[config.mk]
export PLATFORM = sky130hd
export DESIGN_NAME = fwd_drop_handler
export DESIGN_NICKNAME = d
export VERILOG_FILES = /design/src/rtl/fdh_pkg.sv /design/src/rtl/fdh_drop_eval.sv /design/src/rtl/fdh_action.sv /design/src/rtl/fdh_err_log.sv /design/src/rtl/fwd_drop_handler.sv
export SDC_FILE = /design/constraint.sdc
export NUM_CORES = 1
export LEC_CHECK = 0
export BUFFER_PORTS_ARGS = -buffer_cell sky130_fd_sc_hd__buf_2
export CAP_MARGIN = 10
export CORE_MARGIN = 4
export CORE_UTILIZATION = 40
export CTS_CLUSTER_DIAMETER = 50
export CTS_CLUSTER_SIZE = 25
export DETAILED_ROUTE_END_ITERATION = 16
export GPL_TIMING_DRIVEN = 0
export MAX_ROUTING_LAYER = met4
export PLACE_DENSITY = 0.8
export SYNTH_ARGS = -nofsm -noshare
export SYNTH_HDL_FRONTEND = slang
export SYNTH_SLANG_ARGS = --single-unit
[constraint.sdc]
create_clock -name clk -period 1.45 [get_ports clk]
set_clock_uncertainty 0.15 [all_clocks]
set_input_delay 0.0725 -clock clk [delete_from_list [all_inputs] [get_ports clk]]
set_output_delay 0.0725 -clock clk [all_outputs]
set_load 0.01 [all_outputs]
[src/rtl/fdh_pkg.sv]
package fdh_pkg;

  typedef enum logic [1:0] {
    PK_POSTED    = 2'd0,
    PK_NONPOSTED = 2'd1,
    PK_RESPONSE  = 2'd2,
    PK_BCAST     = 2'd3
  } pkt_kind_e;

  typedef enum logic [1:0] {
    DC_NONE   = 2'd0,
    DC_EOC    = 2'd1,
    DC_UNINIT = 2'd2,
    DC_ADDR   = 2'd3
  } drop_cause_e;

  typedef enum logic [1:0] {
    ACT_NONE   = 2'd0,
    ACT_SILENT = 2'd1,
    ACT_LOG    = 2'd2,
    ACT_ABORT  = 2'd3
  } drop_act_e;

endpackage

[src/rtl/fdh_drop_eval.sv]
module fdh_drop_eval
  import fdh_pkg::*;
#(
  parameter int NUM_TX = 2,
  parameter int SEL_W  = 1
) (
  input  logic [SEL_W-1:0]  sel,
  input  logic [1:0]        kind,
  input  logic              ext_addr,
  input  logic              drop_uninit,
  input  logic [NUM_TX-1:0] tx_ready,
  input  logic [NUM_TX-1:0] tx_eoc_ctl,
  input  logic [NUM_TX-1:0] tx_init_done,
  input  logic [NUM_TX-1:0] tx_addr64_en,
  output drop_cause_e       cause,
  output logic              can_send
);

  drop_cause_e cause_v [NUM_TX];
  logic        addr_chk;
  logic        sel_ok;

  // responses carry no address, so the width check applies to requests only
  assign addr_chk = ext_addr && (kind != PK_RESPONSE);

  // fixed priority per transmitter: end-of-chain, uninitialized, address width
  for (genvar g = 0; g < NUM_TX; g++) begin : g_tx
    assign cause_v[g] = tx_eoc_ctl[g]                   ? DC_EOC    :
                        (drop_uninit && !tx_init_done[g]) ? DC_UNINIT :
                        (addr_chk && !tx_addr64_en[g])    ? DC_ADDR   :
                                                            DC_NONE;
  end

  assign sel_ok   = (int'(sel) < NUM_TX);
  assign cause    = sel_ok ? cause_v[sel] : DC_NONE;
  assign can_send = sel_ok && tx_ready[sel];

endmodule

[src/rtl/fdh_action.sv]
module fdh_action
  import fdh_pkg::*;
(
  input  logic       dropped,
  input  logic [1:0] kind,
  input  logic       is_msg,
  input  logic       silent,
  output drop_act_e  act
);

  always_comb begin
    if (!dropped)
      act = ACT_NONE;
    else if ((kind == PK_BCAST) || (is_msg && silent))
      act = ACT_SILENT;
    else if (kind == PK_NONPOSTED)
      act = ACT_ABORT;
    else
      act = ACT_LOG;
  end

endmodule

[src/rtl/fdh_err_log.sv]
module fdh_err_log #(
  parameter int NUM_TX = 2,
  parameter int SEL_W  = 1
) (
  input  logic              clk,
  input  logic              rst,
  input  logic              log_en,
  input  logic [SEL_W-1:0]  log_sel,
  input  logic [NUM_TX-1:0] err_clr,
  input  logic              fatal_en,
  input  logic              nonfatal_en,
  output logic [NUM_TX-1:0] err_q,
  output logic              irq_fatal,
  output logic              irq_nonfatal
);

  logic [NUM_TX-1:0] set_v;
  logic [NUM_TX-1:0] err_nxt;
  logic              any_nxt;

  for (genvar g = 0; g < NUM_TX; g++) begin : g_set
    assign set_v[g] = log_en && (int'(log_sel) == g);
  end

  // a new event outranks a clear seen in the same cycle
  assign err_nxt = (err_q & ~err_clr) | set_v;
  assign any_nxt = |err_nxt;

  always_ff @(posedge clk) begin
    if (rst) begin
      err_q        <= '0;
      irq_fatal    <= 1'b0;
      irq_nonfatal <= 1'b0;
    end else begin
      err_q        <= err_nxt;
      irq_fatal    <= fatal_en && any_nxt;
      irq_nonfatal <= nonfatal_en && any_nxt;
    end
  end

endmodule

[src/rtl/fwd_drop_handler.sv]
module fwd_drop_handler
  import fdh_pkg::*;
#(
  parameter int NUM_TX  = 2,
  parameter int TAG_W   = 5,
  parameter int SRCID_W = 5,
  localparam int SEL_W  = (NUM_TX > 1) ? $clog2(NUM_TX) : 1
) (
  input  logic               clk,
  input  logic               rst,
  input  logic               pkt_valid,
  input  logic [SEL_W-1:0]   pkt_tx_sel,
  input  logic [1:0]         pkt_kind,
  input  logic               pkt_is_msg,
  input  logic               pkt_silent,
  input  logic               pkt_ext_addr,
  input  logic [TAG_W-1:0]   pkt_tag,
  input  logic [SRCID_W-1:0] pkt_srcid,
  input  logic [NUM_TX-1:0]  tx_ready,
  input  logic [NUM_TX-1:0]  tx_eoc_ctl,
  input  logic [NUM_TX-1:0]  tx_init_done,
  input  logic [NUM_TX-1:0]  tx_addr64_en,
  input  logic               drop_uninit,
  input  logic               fatal_en,
  input  logic               nonfatal_en,
  input  logic [NUM_TX-1:0]  err_clr,
  output logic               fwd_accept,
  output logic               fwd_drop,
  output logic               fwd_hold,
  output logic [1:0]         drop_cause,
  output logic [NUM_TX-1:0]  eoc_err,
  output logic               irq_fatal,
  output logic               irq_nonfatal,
  output logic               rsp_valid,
  output logic [TAG_W-1:0]   rsp_tag,
  output logic [SRCID_W-1:0] rsp_srcid
);

  drop_cause_e cause_raw;
  logic        can_send;
  logic        dropped;
  drop_act_e   act;

  fdh_drop_eval #(
    .NUM_TX (NUM_TX),
    .SEL_W  (SEL_W)
  ) u_eval (
    .sel          (pkt_tx_sel),
    .kind         (pkt_kind),
    .ext_addr     (pkt_ext_addr),
    .drop_uninit  (drop_uninit),
    .tx_ready     (tx_ready),
    .tx_eoc_ctl   (tx_eoc_ctl),
    .tx_init_done (tx_init_done),
    .tx_addr64_en (tx_addr64_en),
    .cause        (cause_raw),
    .can_send     (can_send)
  );

  // the decision is combinational so the queue can act on it in the same cycle
  assign dropped    = pkt_valid && (cause_raw != DC_NONE);
  assign fwd_drop   = dropped;
  assign fwd_accept = pkt_valid && (cause_raw == DC_NONE) && can_send;
  assign fwd_hold   = pkt_valid && (cause_raw == DC_NONE) && !can_send;
  assign drop_cause = pkt_valid ? cause_raw : DC_NONE;

  fdh_action u_act (
    .dropped (dropped),
    .kind    (pkt_kind),
    .is_msg  (pkt_is_msg),
    .silent  (pkt_silent),
    .act     (act)
  );

  fdh_err_log #(
    .NUM_TX (NUM_TX),
    .SEL_W  (SEL_W)
  ) u_log (
    .clk          (clk),
    .rst          (rst),
    .log_en       (act == ACT_LOG),
    .log_sel      (pkt_tx_sel),
    .err_clr      (err_clr),
    .fatal_en     (fatal_en),
    .nonfatal_en  (nonfatal_en),
    .err_q        (eoc_err),
    .irq_fatal    (irq_fatal),
    .irq_nonfatal (irq_nonfatal)
  );

  // abort request toward the response builder; fields load only on a strobe
  always_ff @(posedge clk) begin
    if (rst) begin
      rsp_valid <= 1'b0;
      rsp_tag   <= '0;
      rsp_srcid <= '0;
    end else begin
      rsp_valid <= (act == ACT_ABORT);
      if (act == ACT_ABORT) begin
        rsp_tag   <= pkt_tag;
        rsp_srcid <= pkt_srcid;
      end
    end
  end

endmodule

==> results.sh, run 1 <==
export IMPL_status="finished clean"
export IMPL_grt_pass1_vias=893
export IMPL_min_path_cells=3
export IMPL_cts_tree="built"
export IMPL_async_flop_share=0
export IMPL_clock_latency_ns=0.27
export IMPL_ir_drop_uv=309
export IMPL_drt_first_pass_iters=4
export IMPL_power_leakage_nw=0.618
export IMPL_ys_types=29
export IMPL_diodes=0
export IMPL_via_per_inst=4.81
export IMPL_setup_violations_final=0
export IMPL_p_per_area_nw_per_um2=685
export IMPL_holdPathEnd="rsp_valid$_SDFF_PP0_"
export IMPL_place_hpwl_um=1680
export IMPL_clockBufferDepth=2
export IMPL_synth_seq_cells=15
export IMPL_die_area_um2=2750
export IMPL_r2r_start="u_log.err_q[1]$_SDFF_PP0_"
export IMPL_worstMarginPinSlew_ns=0.255
export IMPL_syn2layout_area_growth_pct=60.1
export IMPL_row_count=15
export IMPL_die_w_um=52.5
export IMPL_finalHoldViolCount=0
export IMPL_worstRegToRegCells=3
export IMPL_period_minus_slack_ns=1.30
export IMPL_layout_nets=193
export IMPL_critical_path_class="primary input to flop"
export IMPL_min_from="pkt_silent"
export IMPL_antenna_found_initial=0
export IMPL_yosys_warnings=0
export IMPL_synth_edf_count=0
export IMPL_hold_ws_ns=0.0433
export IMPL_nFillCells=150
export IMPL_ios=52
export IMPL_initial_core_util=0.439
export IMPL_synth_area_um2=791
export IMPL_drtIter0Drc=15
export IMPL_synthFlopType="dfxtp_1"
export IMPL_io_buffers=51
export IMPL_cp_required_ns=1.50
export IMPL_synth_fp_nets=121
export IMPL_cts_htree_levels=1
export IMPL_drt_wl_total_um=2370
export IMPL_gp_congestion=0.740
export IMPL_routedWlPerCell_um=12.8
export IMPL_arrival_ns=1.35
export IMPL_grt_pass1_wl_um=3850
export IMPL_drc=0
export IMPL_clock_sinks=15
export IMPL_dp_slack_ns=0.0498
export IMPL_timing_rr_end="u_log.irq_nonfatal$_SDFF_PP0_"
export IMPL_max_slew_margin=0.830
export IMPL_drive_gt1_frac=0.413
export IMPL_rsz0062_at_grt="false"
export IMPL_startpoint_type="primary input"
export IMPL_finalSetupTns_ns=0
export IMPL_grt_max_degree=11
export IMPL_hp_class="primary input to flop"
export IMPL_drv_cap=0
export IMPL_ctsRootBufferMaster="clkbuf_4"
export IMPL_ff2ff_setup_slack_ns=0.48
export IMPL_postSynthCellCount=89
export IMPL_grt_use_total=0.193
export IMPL_grt_overflow=0
export IMPL_via_count=890
export IMPL_syn_mean_instance_area_um2=8.88
export IMPL_end_kind="flop"
export IMPL_setup_ws_ns=0.145
export IMPL_instances_no_fill=185
export IMPL_core_area_um2=1800
export IMPL_cts_setup_buffers=0
export IMPL_cts_reportedPaths_clkPinSlew_ns=0.08
export IMPL_finalCritPeriodShare=0.900
export IMPL_placed_cells=165
export IMPL_path_max_fanout=10
export IMPL_drv_slew=0
export IMPL_postRouteAntennaNets=0
export IMPL_numCtsBuffers=3
export IMPL_die_h_um=52.5
export IMPL_ys_seq_area_frac=0.380
export IMPL_timing_fmax_mhz=766
[cells in the mapped netlist, types with 2 or more instances]
cell type | count | area, um^2
clkbuf_1 | 2 | 7.51
mux2i_1 | 10 | 100
and3_1 | 2 | 12.5
a21oi_1 | 4 | 20.0
inv_1 | 2 | 7.51
and2b_2 | 2 | 17.5
dfxtp_1 | 15 | 300
nand2b_1 | 4 | 25.0
nand2_1 | 24 | 90.1
nor2b_1 | 3 | 18.8
o31ai_1 | 3 | 22.5
[worst max-delay path by stage]
stage	slack, ns	end	from	cells after the start
global placement	0.10	rsp_srcid[4]$_SDFFE_PP0P_	tx_addr64_en[1]	6
global route	0.03	rsp_tag[0]$_SDFFE_PP0P_	rst	6
CTS	0.006	rsp_tag[4]$_SDFFE_PP0P_	rst	6
floorplan	0.26	rsp_srcid[0]$_SDFFE_PP0P_	tx_addr64_en[1]	5
finish	0.15	rsp_tag[4]$_SDFFE_PP0P_	rst	6
detailed placement	0.05	rsp_tag[4]$_SDFFE_PP0P_	tx_addr64_en[0]	6
[stage by stage]
step | instance area [um^2] | power [W] | utilization
detailed placement | 1080 | 0.000611 | 0.598
CTS | 1260 | 0.000874 | 0.701
global placement | 1080 | 0.000605 | 0.598
finish | 1270 | 0.000867 | 0.703
floorplan | 791 | 0.000531 | -
global route | 1270 | 0.000921 | 0.703
[critical path: stages]
cell and delay (ns):
dlygate4sd3_1 0.54, buf_2 0.13, inv_2 0.11, clkbuf_2 0.25
nand2_1 0.09, mux2i_1 0.15
[logic make-up (layout without fill, tap and decap cells)]
group,after synthesis,in the layout,share of synthesized area
mux,11,11,0.141
buf+inv,6,77,0.0491
simple gates,42,42,0.282
compound gates,15,15,0.149
flops,15,15,0.380
[cells in the final DEF (no fill, tap or decap), drive strengths merged]
master / synthesis / final
buf: 1 / 52
nand2: 24 / 24
dlygate4sd3: 0 / 16
dfxtp: 15 / 15
mux2i: 10 / 10
clkbuf: 2 / 6
nand2b: 4 / 4
a21oi: 4 / 4
nor2b: 4 / 4
o31ai: 3 / 3
inv: 3 / 3
and2b: 2 / 2
and3: 2 / 2
o21ai: 2 / 2
nor2: 2 / 2
o211ai: 2 / 2
a22oi: 1 / 1
o21bai: 1 / 1
mux2: 1 / 1
a211oi: 1 / 1
and4: 1 / 1
and4b: 1 / 1
nand4b: 1 / 1
o2bb2ai: 1 / 1
nand3: 1 / 1
[report_power, final]
| part | switching (W) | total [W] | internal, W |
|---|---|---|---|
| clock | 0.000122 | 0.000229 | 0.000107 |
| combinational | 0.0000964 | 0.000210 | 0.000114 |
| sequential | 0.00000506 | 0.000428 | 0.000423 |
[sequential cells by signal, summed over array words and instances, names as in the netlist]
register	cells
rsp_srcid	5
u_log.irq_nonfatal	1
rsp_valid	1
u_log.irq_fatal	1
u_log.err_q	2
rsp_tag	5
[repair_timing]
action	CTS	global route
setup endpoints to repair	0	13
resized for setup	0	4
hold buffers	16	0
endpoints found under the hold margin	14	0
[area by class of cell]
| cell class | instances | area, um^2 | share of cell area |
|---|---|---|---|
| buffer | 3 | 30.0 | 0.0237 |
| clock buffer | 4 | 26.3 | 0.0208 |
| inverter | 3 | 11.3 | 0.00889 |
| multi-input combinational | 68 | 452 | 0.357 |
| sequential | 15 | 300 | 0.237 |
| tap | 25 | 31.3 | 0.0247 |
| timing repair buffer | 67 | 415 | 0.328 |
[per-layer routing]
| metal | part of all wire | up-vias | GRT usage |
|---|---|---|---|
| met1 | 0.40 | 392 | 0.203 |
| li1 | - | 447 | - |
| met3 | 0.067 | 6 | 0.0171 |
| met5 | 0 | - | - |
| met4 | 0.031 | 0 | 0.115 |
| met2 | 0.50 | 45 | 0.347 |
No activity file was read; power rests on OpenSTA's default activity.
==> run 2: changes to the inputs <==
--- a/config.mk
+++ b/config.mk
@@ -5,16 +5,16 @@
 export SDC_FILE = /design/constraint.sdc
 export NUM_CORES = 1
 export LEC_CHECK = 0
+export ABC_AREA = 1
 export BUFFER_PORTS_ARGS = -buffer_cell sky130_fd_sc_hd__buf_2
-export CAP_MARGIN = 10
 export CORE_MARGIN = 4
-export CORE_UTILIZATION = 40
+export CORE_UTILIZATION = 38
 export CTS_CLUSTER_DIAMETER = 50
 export CTS_CLUSTER_SIZE = 25
 export DETAILED_ROUTE_END_ITERATION = 16
 export GPL_TIMING_DRIVEN = 0
 export MAX_ROUTING_LAYER = met4
-export PLACE_DENSITY = 0.8
+export PLACE_DENSITY = 0.79
 export SYNTH_ARGS = -nofsm -noshare
 export SYNTH_HDL_FRONTEND = slang
 export SYNTH_SLANG_ARGS = --single-unit
==> results.sh, run 2 <==
export IMPL_status="finished clean"
export IMPL_diodes=0
export IMPL_cts_setup_buffers=0
export IMPL_cp_required_ns=1.52
export IMPL_postRouteAntennaNets=0
export IMPL_critical_path_class="primary input to flop"
export IMPL_drive_gt1_frac=0.404
export IMPL_rsz0062_at_grt="false"
export IMPL_antenna_found_initial=0
export IMPL_end_kind="flop"
export IMPL_via_per_inst=4.54
export IMPL_nFillCells=172
export IMPL_finalCritPeriodShare=0.951
export IMPL_finalHoldViolCount=0
export IMPL_numCtsBuffers=3
export IMPL_drt_wl_total_um=2020
export IMPL_p_per_area_nw_per_um2=748
export IMPL_ys_types=19
export IMPL_drtIter0Drc=8
export IMPL_io_buffers=51
export IMPL_crit_buf_inv=3
export IMPL_top_layer="met4"
export IMPL_yosys_warnings=0
export IMPL_grt_pass1_vias=859
export IMPL_final_common_cell="buf_2"
export IMPL_async_flop_share=0
export IMPL_synth_common_cells="27 x nor2_1, 15 x dfxtp_1, 15 x nand2_1"
export IMPL_synth_compound_area_frac=0.129
export IMPL_cpMaxStageDelayCell="dlygate4sd3_1"
export IMPL_yosys_area_share_simple=0.349
export IMPL_met3_length_um=68
export IMPL_synth_most_common_cell="nor2_1"
export IMPL_clock_latency_ns=0.27
export IMPL_place_hpwl_um=1520
export IMPL_grt_max_degree=11
export IMPL_max_slew_margin=0.767
export IMPL_drt_met1_wl_um=747
export IMPL_netlist_area_leader_share=0.429
export IMPL_row_count=15
export IMPL_cts_tree="built"
export IMPL_die_h_um=50.9
export IMPL_cts_htree_levels=1
export IMPL_timing_fmax_mhz=725
export IMPL_initial_core_util=0.405
export IMPL_drv_slew=0
export IMPL_drt_first_pass_iters=4
export IMPL_startpoint_type="primary input"
export IMPL_period_minus_slack_ns=1.38
export IMPL_ir_drop_uv=782
export IMPL_cts_reportedPaths_clkPinSlew_ns=0.08
export IMPL_synth_fp_nets=134
export IMPL_gp_congestion=0.840
export IMPL_hp_class="primary input to flop"
export IMPL_via_count=889
export IMPL_core_area_um2=1730
export IMPL_instances_no_fill=196
export IMPL_grt_overflow=0
export IMPL_path_delay_family="buffers and inverters"
export IMPL_arrival_ns=1.45
export IMPL_ctsRootBufferMaster="clkbuf_4"
export IMPL_ys_top_cells_by_area="dfxtp_1 43%, nor2_1 14%, nand2_1 8.1%"
export IMPL_finalSetupTns_ns=0
export IMPL_routedWlPerCell_um=10.3
export IMPL_yosys_mux_area_fraction=0
export IMPL_drv_cap=0
export IMPL_setup_violations_final=0
export IMPL_crit_chain="buf_2 -> inv_2 -> nand2_4 -> nand4_1 -> nand2_1 -> nand3_2 -> nand2_4 -> nand3_2 -> a21oi_2 -> dlygate4sd3_1"
export IMPL_clockBufferDepth=2
export IMPL_final_cell_mix="51 x buf_2, 27 x nor2_1, 15 x nand2_1, 15 x dlygate4sd3_1, 15 x dfxtp_1"
export IMPL_syn2layout_area_growth_pct=68.3
export IMPL_postSynthCellCount=102
export IMPL_path_max_fanout=4
export IMPL_die_w_um=50.9
export IMPL_synth_edf_count=0
export IMPL_grt_pass1_wl_um=3400
export IMPL_met2_length_um=1180
export IMPL_ios=52
export IMPL_grt_use_total=0.171
export IMPL_drc=0
export IMPL_worstMarginPinSlew_ns=0.349
export IMPL_dp_slack_ns=0.0567
export IMPL_layout_nets=204
export IMPL_clock_sinks=15
export IMPL_power_leakage_nw=0.650
export IMPL_synth_fa_ha_area_frac=0
export IMPL_slowest_delay_ns=0.54
export IMPL_setup_ws_ns=0.0716
export IMPL_synth_area_um2=699
export IMPL_synth_area_leader_cell="dfxtp_1"
export IMPL_ys_seq_area_frac=0.429
export IMPL_synth_top_family_by_area="simple AND/OR/NAND/NOR gates"
export IMPL_syn_mean_instance_area_um2=6.86
export IMPL_synth_xor_area_frac=0
export IMPL_hold_ws_ns=0.0113
export IMPL_die_area_um2=2590
export IMPL_reg_top3="rsp_srcid x5, rsp_tag x5, u_log.err_q x2"
export IMPL_synth_seq_cells=15
export IMPL_synthFlopType="dfxtp_1"
export IMPL_placed_cells=178
[run 2: metrics by stage]
| step | power [W] | utilization | area (um^2) |
|---|---|---|---|
| after floorplan | 0.000541 | - | 699 |
| after global routing | 0.000943 | 0.682 | 1180 |
| after CTS | 0.000890 | 0.679 | 1170 |
| after detailed placement | 0.000627 | 0.571 | 986 |
| final | 0.000880 | 0.682 | 1180 |
| after global placement | 0.000623 | 0.571 | 986 |
[run 2: layer usage]
layer,track usage,up-vias
li1,-,461
met1,0.170,407
met2,0.335,19
met3,0.0379,2
met4,0.0359,0
met5,-,-
[run 2: worst min-delay path: cells and delay by family]
| kind | cells | cell delay (ns) |
|---|---|---|
| buf+inv | 1 | 0.09 |
| compound gates | 2 | 0.12 |
| simple gates | 1 | 0.10 |
[run 2: repair_timing]
action                     4_1_cts  5_1_grt
resized for setup                0        4
hold buffers                    16        0
setup endpoints to repair        0        8
hold endpoints to repair        15        0
[run 2: logic make-up (layout without fill, tap and decap cells)]
| family | Yosys count | count (layout) |
|---|---|---|
| DFF | 15 | 15 |
| buffers and inverters | 15 | 84 |
| AOI/OAI and AO/OA | 16 | 16 |
| and+or+nand+nor | 56 | 56 |
[run 2: final cells by class]
type / instances / area (um^2) / share of cell area
multi-input combinational: 72 / 353 / 0.300
timing repair buffer: 66 / 405 / 0.344
sequential: 15 / 300 / 0.255
tap: 25 / 31.3 / 0.0266
clock buffer: 4 / 26.3 / 0.0223
inverter: 13 / 50.0 / 0.0425
buffer: 1 / 11.3 / 0.00956
[run 2: path summary, 6_finish.rpt]
kind | endpoint | from | depth (start not counted) | slack [ns]
setup / recovery | u_log.err_q[1]$_SDFF_PP0_ | pkt_kind[0] | 10 | 0.07
hold / removal | u_log.err_q[0]$_SDFF_PP0_ | pkt_kind[0] | 4 | 0.01
setup reg to reg | u_log.err_q[1]$_SDFF_PP0_ | u_log.err_q[1]$_SDFF_PP0_ | 3 | 0.18
hold reg to reg | rsp_tag[1]$_SDFFE_PP0P_ | rsp_tag[1]$_SDFFE_PP0P_ | 2 | 0.33
[run 2: report_power, final]
| part | leakage [nW] | switching, W | internal, W |
|---|---|---|---|
| logic | 0.513 | 0.000108 | 0.000109 |
| registers | 0.122 | 0.00000677 | 0.000429 |
| clock network | 0.0150 | 0.000121 | 0.000107 |
| total | 0.650 | 0.000236 | 0.000645 |
==> run 3: changes to the inputs <==
--- a/config.mk
+++ b/config.mk
@@ -15,6 +15,7 @@
 export GPL_TIMING_DRIVEN = 0
 export MAX_ROUTING_LAYER = met4
 export PLACE_DENSITY = 0.79
+export SETUP_SLACK_MARGIN = 0.15
 export SYNTH_ARGS = -nofsm -noshare
 export SYNTH_HDL_FRONTEND = slang
 export SYNTH_SLANG_ARGS = --single-unit
==> results.sh, run 3 (synthesis results as in run 2) <==
export IMPL_hp_class="primary input to flop"
export IMPL_seqPwrFrac=0.489
export IMPL_holdPathEnd="u_log.err_q[0]$_SDFF_PP0_"
export IMPL_cts_reportedPaths_clkPinSlew_ns=0.08
export IMPL_arrival_ns=0.97
export IMPL_r2r_start="u_log.err_q[1]$_SDFF_PP0_"
export IMPL_ff2ff_setup_slack_ns=0.57
export IMPL_crit_start="pkt_kind[0]"
export IMPL_drc=0
export IMPL_clockBufferDepth=2
export IMPL_ctsRootBufferMaster="clkbuf_4"
export IMPL_crit_chain="buf_2 -> inv_2 -> nand2_2 -> nand3_1 -> nand2_1 -> nand2_1 -> nand2_2 -> a21oi_2 -> nand2_1 -> nor2_1 -> buf_2"
export IMPL_cp_required_ns=1.23
export IMPL_end_kind="output pin"
export IMPL_drive_gt1_frac=0.381
export IMPL_initial_core_util=0.405
export IMPL_nFillCells=165
export IMPL_worst_path_most_repeated_cell="nand2_1"
export IMPL_critical_path_class="primary input to output pin"
export IMPL_cpMaxStageDelayCell="buf_2"
export IMPL_final_common_cell="buf_2"
export IMPL_grt_overflow=0
export IMPL_drv_cap=0
export IMPL_power_leakage_nw=0.658
export IMPL_via_per_inst=4.45
export IMPL_postRouteAntennaNets=0
export IMPL_slowest_delay_ns=0.14
export IMPL_clock_power_share=0.258
export IMPL_ir_drop_uv=557
export IMPL_min_path_cells=4
export IMPL_finalCritPeriodShare=0.819
export IMPL_clock_latency_ns=0.27
export IMPL_timing_fmax_mhz=842
export IMPL_p_per_area_nw_per_um2=740
export IMPL_max_slew_margin=0.730
export IMPL_core_area_um2=1730
export IMPL_drv_slew=0
export IMPL_timing_rr_end="u_log.irq_fatal$_SDFF_PP0_"
export IMPL_p_int_w=0.000652
export IMPL_die_w_um=50.9
export IMPL_worstRegToRegCells=4
export IMPL_numCtsBuffers=3
export IMPL_layout_nets=209
export IMPL_diodes=0
export IMPL_die_area_um2=2590
export IMPL_finalHoldViolCount=0
export IMPL_routedWlPerCell_um=10.6
export IMPL_path_delay_family="simple AND/OR/NAND/NOR gates"
export IMPL_period_minus_slack_ns=1.19
export IMPL_utilization=0.699
export IMPL_grt_pass1_vias=868
export IMPL_ios=52
export IMPL_via_count=894
export IMPL_gp_congestion=0.840
export IMPL_grt_use_total=0.184
export IMPL_grt_pass1_wl_um=3550
export IMPL_crit_buf_inv=3
export IMPL_die_h_um=50.9
export IMPL_swShare=0.269
export IMPL_clock_sinks=15
export IMPL_power_switching_w=0.000240
export IMPL_syn2layout_area_growth_pct=72.5
export IMPL_row_count=15
export IMPL_antenna_found_initial=0
export IMPL_path_max_fanout=4
export IMPL_combPwrFrac=0.253
export IMPL_min_from="pkt_silent"
export IMPL_setup_violations_final=0
export IMPL_final_cell_mix="51 x buf_2, 27 x nor2_1, 19 x dlygate4sd3_1"
export IMPL_reg_top3="rsp_srcid x5, rsp_tag x5, u_log.err_q x2"
export IMPL_status="finished clean"
export IMPL_rsz0062_at_grt="false"
export IMPL_drt_wl_total_um=2140
export IMPL_worstMarginPinSlew_ns=0.405
export IMPL_finalSetupTns_ns=0
export IMPL_cts_tree="built"
export IMPL_drt_first_pass_iters=4
export IMPL_io_buffers=51
export IMPL_grt_max_degree=11
export IMPL_startpoint_type="primary input"
export IMPL_place_hpwl_um=1520
export IMPL_drtIter0Drc=11
export IMPL_cts_htree_levels=1
[run 3: layout make-up]
type                       instances  area, um^2  share of cell area
inverter                          13        50.0              0.0415
multi-input combinational         72         338               0.280
timing repair buffer              70         445               0.369
sequential                        15         300               0.249
buffer                             2        15.0              0.0124
clock buffer                       4        26.3              0.0218
tap                               25        31.3              0.0259
[run 3: worst register-to-register path: stages (launching register included)]
cell	delay (ns)
dfxtp_1	0.31
nand2_1	0.08
nand2_1	0.05
nor2_1	0.13
nor2_1	0.05
[run 3: metal layers]
metal / wire, um / GRT usage / part of all wire / vias to the layer above
met5: 0 / - / 0 / -
met4: 22 / 0.0628 / 0.010 / 0
met3: 66 / 0.0379 / 0.031 / 2
met2: 1250 / 0.352 / 0.58 / 19
met1: 799 / 0.183 / 0.37 / 406
li1: - / - / - / 467
[run 3: stage by stage]
stage | instance area (um^2) | hold slack (ns) | cells | setup WS [ns] | total power, W
after detailed placement | 986 | 0.144 | 178 | 0.0567 | 0.000627
after global placement | 986 | 0.133 | 178 | 0.102 | 0.000623
final | 1210 | 0.0133 | 201 | 0.262 | 0.000892
after floorplan | 699 | -0.00843 | 102 | 0.285 | 0.000541
after CTS | 1200 | 0.00699 | 201 | 0.262 | 0.000898
after global routing | 1210 | 0.0131 | 201 | 0.163 | 0.000952
[run 3: worst max-delay path by stage]
| stage | to | slack, ns | cells after the start |
|---|---|---|---|
| 6_report | fwd_accept | 0.26 | 11 |
| 5_1_grt | fwd_accept | 0.16 | 11 |
| 4_1_cts | fwd_accept | 0.26 | 11 |
| 3_5_place_dp | rsp_srcid[0]$_SDFFE_PP0P_ | 0.06 | 13 |
| 3_3_place_gp | rsp_srcid[2]$_SDFFE_PP0P_ | 0.10 | 11 |
| 2_1_floorplan | rsp_srcid[0]$_SDFFE_PP0P_ | 0.28 | 12 |
[run 3: timing repair]
item / 4_1_cts / 5_1_grt
hold endpoints to repair: 15 / 0
hold buffers: 19 / 0
setup buffers: 0 / 0
gates resized for setup: 0 / 1
endpoints found under the setup margin: 0 / 2
[run 3: power by group through the flow]
stage / clock, W / sequential [W] / combinational [W]
2_1_floorplan: 0 / 0.000455 / 0.0000866
3_3_place_gp: 0 / 0.000445 / 0.000178
5_1_grt: 0.000262 / 0.000438 / 0.000252
6_report: 0.000230 / 0.000436 / 0.000226
4_1_cts: 0.000240 / 0.000436 / 0.000223
3_5_place_dp: 0 / 0.000445 / 0.000182
